### config.mk
export PLATFORM = sky130hd
export DESIGN_NAME = phase_pwm_sequencer
export DESIGN_NICKNAME = d
export VERILOG_FILES = /design/src/rtl/pwm_seq_pkg.sv /design/src/rtl/pwm_seq_ctrl.sv /design/src/rtl/pwm_seq_datapath.sv /design/src/rtl/phase_pwm_sequencer.sv
export SDC_FILE = /design/constraint.sdc
export NUM_CORES = 1
export LEC_CHECK = 0
export ABC_CLOCK_PERIOD_IN_PS = 4900
export CELL_PAD_IN_SITES_DETAIL_PLACEMENT = 1
export CELL_PAD_IN_SITES_GLOBAL_PLACEMENT = 2
export CORE_ASPECT_RATIO = 0.7
export CORE_MARGIN = 2
export CORE_UTILIZATION = 42
export CTS_BUF_LIST = sky130_fd_sc_hd__clkbuf_4
export DETAILED_ROUTE_END_ITERATION = 8
export DONT_BUFFER_PORTS = 1
export GPL_TIMING_DRIVEN = 0
export PLACE_DENSITY_LB_ADDON = 0.15
export SLEW_MARGIN = 20
export SYNTH_ARGS = -nofsm -noshare
export SYNTH_HDL_FRONTEND = slang
export SYNTH_SLANG_ARGS = --single-unit
### constraint.sdc
create_clock -name clk -period 4.9 [get_ports clk]
set_clock_uncertainty 0.1 [all_clocks]
set_input_delay 0.98 -clock clk [delete_from_list [all_inputs] [get_ports clk]]
set_output_delay 0.98 -clock clk [all_outputs]
set_load 0.03 [all_outputs]
### src/rtl/pwm_seq_pkg.sv
package pwm_seq_pkg;

  typedef enum logic [1:0] {
    PS_FULL     = 2'b00,
    PS_ONE_CCM  = 2'b01,
    PS_ONE_DCM  = 2'b10,
    PS_SLEEP    = 2'b11
  } pwrState_e;

  typedef enum logic [1:0] {
    DRV_LOW  = 2'b00,
    DRV_HIGH = 2'b01,
    DRV_MID  = 2'b10
  } drive_e;

  // strobes from control to datapath
  typedef struct packed {
    logic singleMode;  // only one phase switches
    logic useAlt;      // active phase is the half-period one
  } phaseCtl_t;

endpackage

### src/rtl/pwm_seq_ctrl.sv
module pwm_seq_ctrl
  import pwm_seq_pkg::*;
#(
  parameter int CNT_W = 8
) (
  input  logic             clk,
  input  logic             rstN,
  input  logic [1:0]       powerState,
  input  logic             ps1UseThird,
  output logic [CNT_W-1:0] count,
  output pwrState_e        appliedState,
  output phaseCtl_t        ctl,
  output logic             dcmMode
);

  localparam logic [CNT_W-1:0] CNT_LAST = {CNT_W{1'b1}};
  localparam logic [CNT_W-1:0] CNT_ONE  = {{(CNT_W-1){1'b0}}, 1'b1};

  logic periodLast;
  logic useAltQ;

  assign periodLast = (count == CNT_LAST);

  // period counter and boundary-aligned state capture
  always_ff @(posedge clk or negedge rstN) begin
    if (!rstN) begin
      count        <= '0;
      appliedState <= PS_FULL;
      useAltQ      <= 1'b0;
    end else begin
      count <= count + CNT_ONE;
      if (periodLast) begin
        appliedState <= pwrState_e'(powerState);
        useAltQ      <= ps1UseThird;
      end
    end
  end

  always_comb begin
    ctl.singleMode = (appliedState != PS_FULL);
    ctl.useAlt     = (appliedState == PS_ONE_CCM) && useAltQ;
    dcmMode        = (appliedState == PS_ONE_DCM) || (appliedState == PS_SLEEP);
  end

endmodule

### src/rtl/pwm_seq_datapath.sv
module pwm_seq_datapath
  import pwm_seq_pkg::*;
#(
  parameter int NUM_PHASES = 4,
  parameter int CNT_W      = 8
) (
  input  logic [CNT_W-1:0]        count,
  input  logic [CNT_W-1:0]        duty,
  input  phaseCtl_t               ctl,
  output logic [2*NUM_PHASES-1:0] phaseOut
);

  localparam int PERIOD  = 1 << CNT_W;
  localparam int STEP    = PERIOD / NUM_PHASES;
  localparam int ALT_IDX = NUM_PHASES / 2;

  for (genvar k = 0; k < NUM_PHASES; k++) begin : g_phase
    localparam logic [CNT_W-1:0] OFFS = CNT_W'(k * STEP);
    localparam bit IS_BASE = (k == 0);
    localparam bit IS_ALT  = (k == ALT_IDX);

    logic [CNT_W-1:0] carrier;
    logic             enabled;
    drive_e           code;

    assign carrier = count + OFFS;

    always_comb begin
      if (!ctl.singleMode) enabled = 1'b1;
      else if (ctl.useAlt) enabled = IS_ALT;
      else                 enabled = IS_BASE;

      if (!enabled)            code = DRV_MID;
      else if (carrier < duty) code = DRV_HIGH;
      else                     code = DRV_LOW;
    end

    assign phaseOut[2*k +: 2] = code;
  end

endmodule

### src/rtl/phase_pwm_sequencer.sv
module phase_pwm_sequencer
  import pwm_seq_pkg::*;
#(
  parameter int NUM_PHASES = 4,
  parameter int CNT_W      = 8
) (
  input  logic                    clk,
  input  logic                    rstN,
  input  logic [1:0]              powerState,
  input  logic                    ps1UseThird,
  input  logic [CNT_W-1:0]        duty,
  output logic [2*NUM_PHASES-1:0] phaseOut,
  output logic                    dcmMode
);

  logic [CNT_W-1:0] periodCount;
  pwrState_e        appliedState;
  phaseCtl_t        ctlBus;

  pwm_seq_ctrl #(.CNT_W(CNT_W)) i_ctrl (
    .clk         (clk),
    .rstN        (rstN),
    .powerState  (powerState),
    .ps1UseThird (ps1UseThird),
    .count       (periodCount),
    .appliedState(appliedState),
    .ctl         (ctlBus),
    .dcmMode     (dcmMode)
  );

  pwm_seq_datapath #(.NUM_PHASES(NUM_PHASES), .CNT_W(CNT_W)) i_dp (
    .count   (periodCount),
    .duty    (duty),
    .ctl     (ctlBus),
    .phaseOut(phaseOut)
  );

endmodule

==> impl_results.md <==
- Gate Count Post-Synth: 77
- Clock transition time at the flip-flop clock pins of the worst setup and hold paths: 0.07 ns
- Net count of the mapped netlist: 103
- Share of flip-flops with an asynchronous set or reset: 100.0%
- Post-detailed-placement cell area: 820.8 um^2
- Launching element type of the critical path: input pin
- Dominant register cell in the synthesized netlist: sky130_fd_sc_hd__dfrtp_1
- Worst-case vdd ir drop: 179.3 uV
- Minimum setup slack in the final design: 1.122 ns
- Drt first-iter violations: 11
- Number of antenna violations at the first check in global routing: 0
- Capturing element type of the critical path: output pin
- CP Data Arrival Time: 2.70 ns
- Vias per std cell: 5.097
- Starting Density: 43.66%
- Total iterations of the first detailed-routing run: 4
- Final setup vio count: 0
- Number of vias in the routed layout: 525
- Yosys reg bits: 11
- Number of distinct standard cells referenced by the synthesized netlist: 27
- Area of all placed cells without fillers: 850.8 um^2
- Grt total ovfl: 0
- Max-slew headroom: 24.71%
- Shortest clock period the worst path allows after layout: 3.778 ns
- Total of cells resized after clock tree synthesis: 0
- Cts bufs inserted: 3
- Setup total negative slack: 0 ns
- Net count, final: 108
- Clock root buffer: sky130_fd_sc_hd__clkbuf_4
- Yosys Warn Count: 0
- IO buf count: 0
- DR DRC count: 0
- Pre-CTS worst setup slack: 1.103 ns
- GRT Total Usage: 15.47%
- TritonCTS Sinks: 11
- Leakage Power: 0.4203 nW
- Final WL: 1512 um
- Share of synthesized area occupied by flip-flops and latches: 34.92%
- Peak clock frequency supported by timing: 0.2647 GHz
- Proportion of layout cells with a drive suffix above 1: 17.28%
- RSZ-0062 raised after global routing: false
- Max-cap violations: 0
- Die area: 2245 um^2
- Count of H-tree levels built during CTS: 1
- Area of the core region: 1805 um^2
- Kind of path behind the tightest hold check: in2async
- Routed WL per cell: 14.68 um
- Worst slew pin tran: 1.122 ns
- Avg Synthesized Cell Area: 10.24 um^2
- Floorplan row count: 13
- Synthesized cell area: 788.3 um^2
- Count of nets left with antenna violations after detail routing: 0
- Biggest area consumer among synthesized cells: sky130_fd_sc_hd__dfrtp_1
- Util after Layout: 47.12%
- Kind of critical path: in2out
- Post-synth top area share: 34.92%
- First-pass GRT wire length: 2511 um
- Count of antenna diodes in the layout: 0
- Bufs on Longest Clock Path: 2
- Fraction of the cycle the final worst path needs: 77.10%
- Number of top-level design ports: 22
- EDFF count, synth: 0
- Via count of the first global-routing pass: 535
- Top cells by area in the synthesized netlist: sky130_fd_sc_hd__dfrtp_1, sky130_fd_sc_hd__ha_1, sky130_fd_sc_hd__inv_1, sky130_fd_sc_hd__xnor2_1, sky130_fd_sc_hd__mux2_2
- Post-CTS setup buffers: 0
- Horizontal extent of the die: 55.78 um
- Min Hold Slack: 0.3014 ns
- Half-perimeter wire length of the detailed placement result: 1327 um
- Skew-Pair Late Insertion Delay: 0.26 ns
- Areal power density over the cells: 217.4 nW/um^2
- Clock tree from TritonCTS: done
- Floorplan die height: 40.25 um
- Outcome: completed
- Global placement routability congestion: 0.6943
- Max-slew violations: 0
- P&R area growth vs syn: 7.937%
- Endpoints failing hold: 0
- Req. time, crit path: 3.82 ns
- Pin count of the biggest net entering global routing: 12
- Cts hold-fix bufs: 0
- Maximum fanout along the worst path: 2
## kinds of logic (layout without fill, tap and decap cells)
kind of cell               Yosys count  in the layout  synth area share (%)
xor gates and xnor gates             6              6                 6.667
muxes                                3              3                 4.285
buffers and inverters               16             20                 8.095
adders and majority gates           13             13                 20.64
DFF                                 11             11                 34.92
AOI/OAI and AO/OA                   11             11                 13.65
and+or+nand+nor                     17             17                 11.75
## worst paths after layout
path                                  from                endpoint  slack (ns)  cells past startpoint
setup / recovery                   duty[1]             phaseOut[2]        1.12                      5
hold / removal                        rstN         i_ctrl.count[1]        0.30                      0
setup reg to reg           i_ctrl.count[0]  i_ctrl.appliedState[0]        3.45                      3
hold reg to reg            i_ctrl.count[0]         i_ctrl.count[0]        0.40                      1
max in group asynchronous             rstN          i_ctrl.useAltQ        4.32                      0
min in group clk           i_ctrl.count[0]         i_ctrl.count[0]        0.40                      1
## where the power goes
group          switching, W   total, W  internal [W]
clock network     0.0000286  0.0000656     0.0000370
registers        0.00000117  0.0000932     0.0000920
logic             0.0000177  0.0000262    0.00000847
total             0.0000475   0.000185      0.000138
## critical path: stages
cell	delay [ns]
sky130_fd_sc_hd__inv_1	0.02
sky130_fd_sc_hd__ha_1	0.31
sky130_fd_sc_hd__a2111oi_4	0.34
sky130_fd_sc_hd__o21ai_2	0.12
sky130_fd_sc_hd__a311oi_1	0.92
## synth_stat cells (2+ instances only)
cell type	n
sky130_fd_sc_hd__nor2_1	6
sky130_fd_sc_hd__xnor2_1	4
sky130_fd_sc_hd__mux2_2	3
sky130_fd_sc_hd__xor2_1	2
sky130_fd_sc_hd__a311oi_1	2
sky130_fd_sc_hd__inv_1	14
sky130_fd_sc_hd__ha_1	13
sky130_fd_sc_hd__nand3_1	4
sky130_fd_sc_hd__dfrtp_1	11
## metal layers
metal / global-route usage [%] / routed length, um / vias to the layer above
li1: - / - / 268
met1: 19.53 / 756 / 245
met2: 28.27 / 705 / 12
met3: 3.226 / 50 / 0
met4: 3.659 / 0 / 0
met5: 0 / 0 / -
## per-stage QoR
step / power, W / instances
2_1_floorplan: 0.0001175 / 77
5_1_grt: 0.0001975 / 103
3_3_place_gp: 0.0001201 / 99
4_1_cts: 0.0001885 / 103
3_5_place_dp: 0.0001214 / 99
6_report: 0.0001850 / 103
## final cells by class
class,instances,area (um^2)
plain buffers,2,11.26
flip-flops and latches,11,275.3
inverters,14,52.55
multi-input cells,50,454.2
fillers,209,954.7
well taps,22,27.53
clock buffers,4,30.03
## sequential cells by signal, summed over array words and instances (netlist names)
signal	cells
i_ctrl.count	8
i_ctrl.appliedState	2
i_ctrl.useAltQ	1
## cells in the final DEF (no fill, tap or decap), drive strengths merged
master / synthesis / final
nand4: 1 / 1
nand3: 4 / 4
a311oi: 3 / 3
a31oi: 1 / 1
and3: 1 / 1
clkbuf: 1 / 5
o21ai: 3 / 3
nor2: 6 / 6
a21o: 1 / 1
a2111oi: 1 / 1
xor2: 2 / 2
o21a: 1 / 1
nand2: 1 / 1
ha: 13 / 13
buf: 1 / 1
nand2b: 2 / 2
or2: 1 / 1
o211ai: 1 / 1
mux2: 3 / 3
nor3b: 1 / 1
dfrtp: 11 / 11
xnor2: 4 / 4
inv: 14 / 14
(Power assumes the default switching activity.)
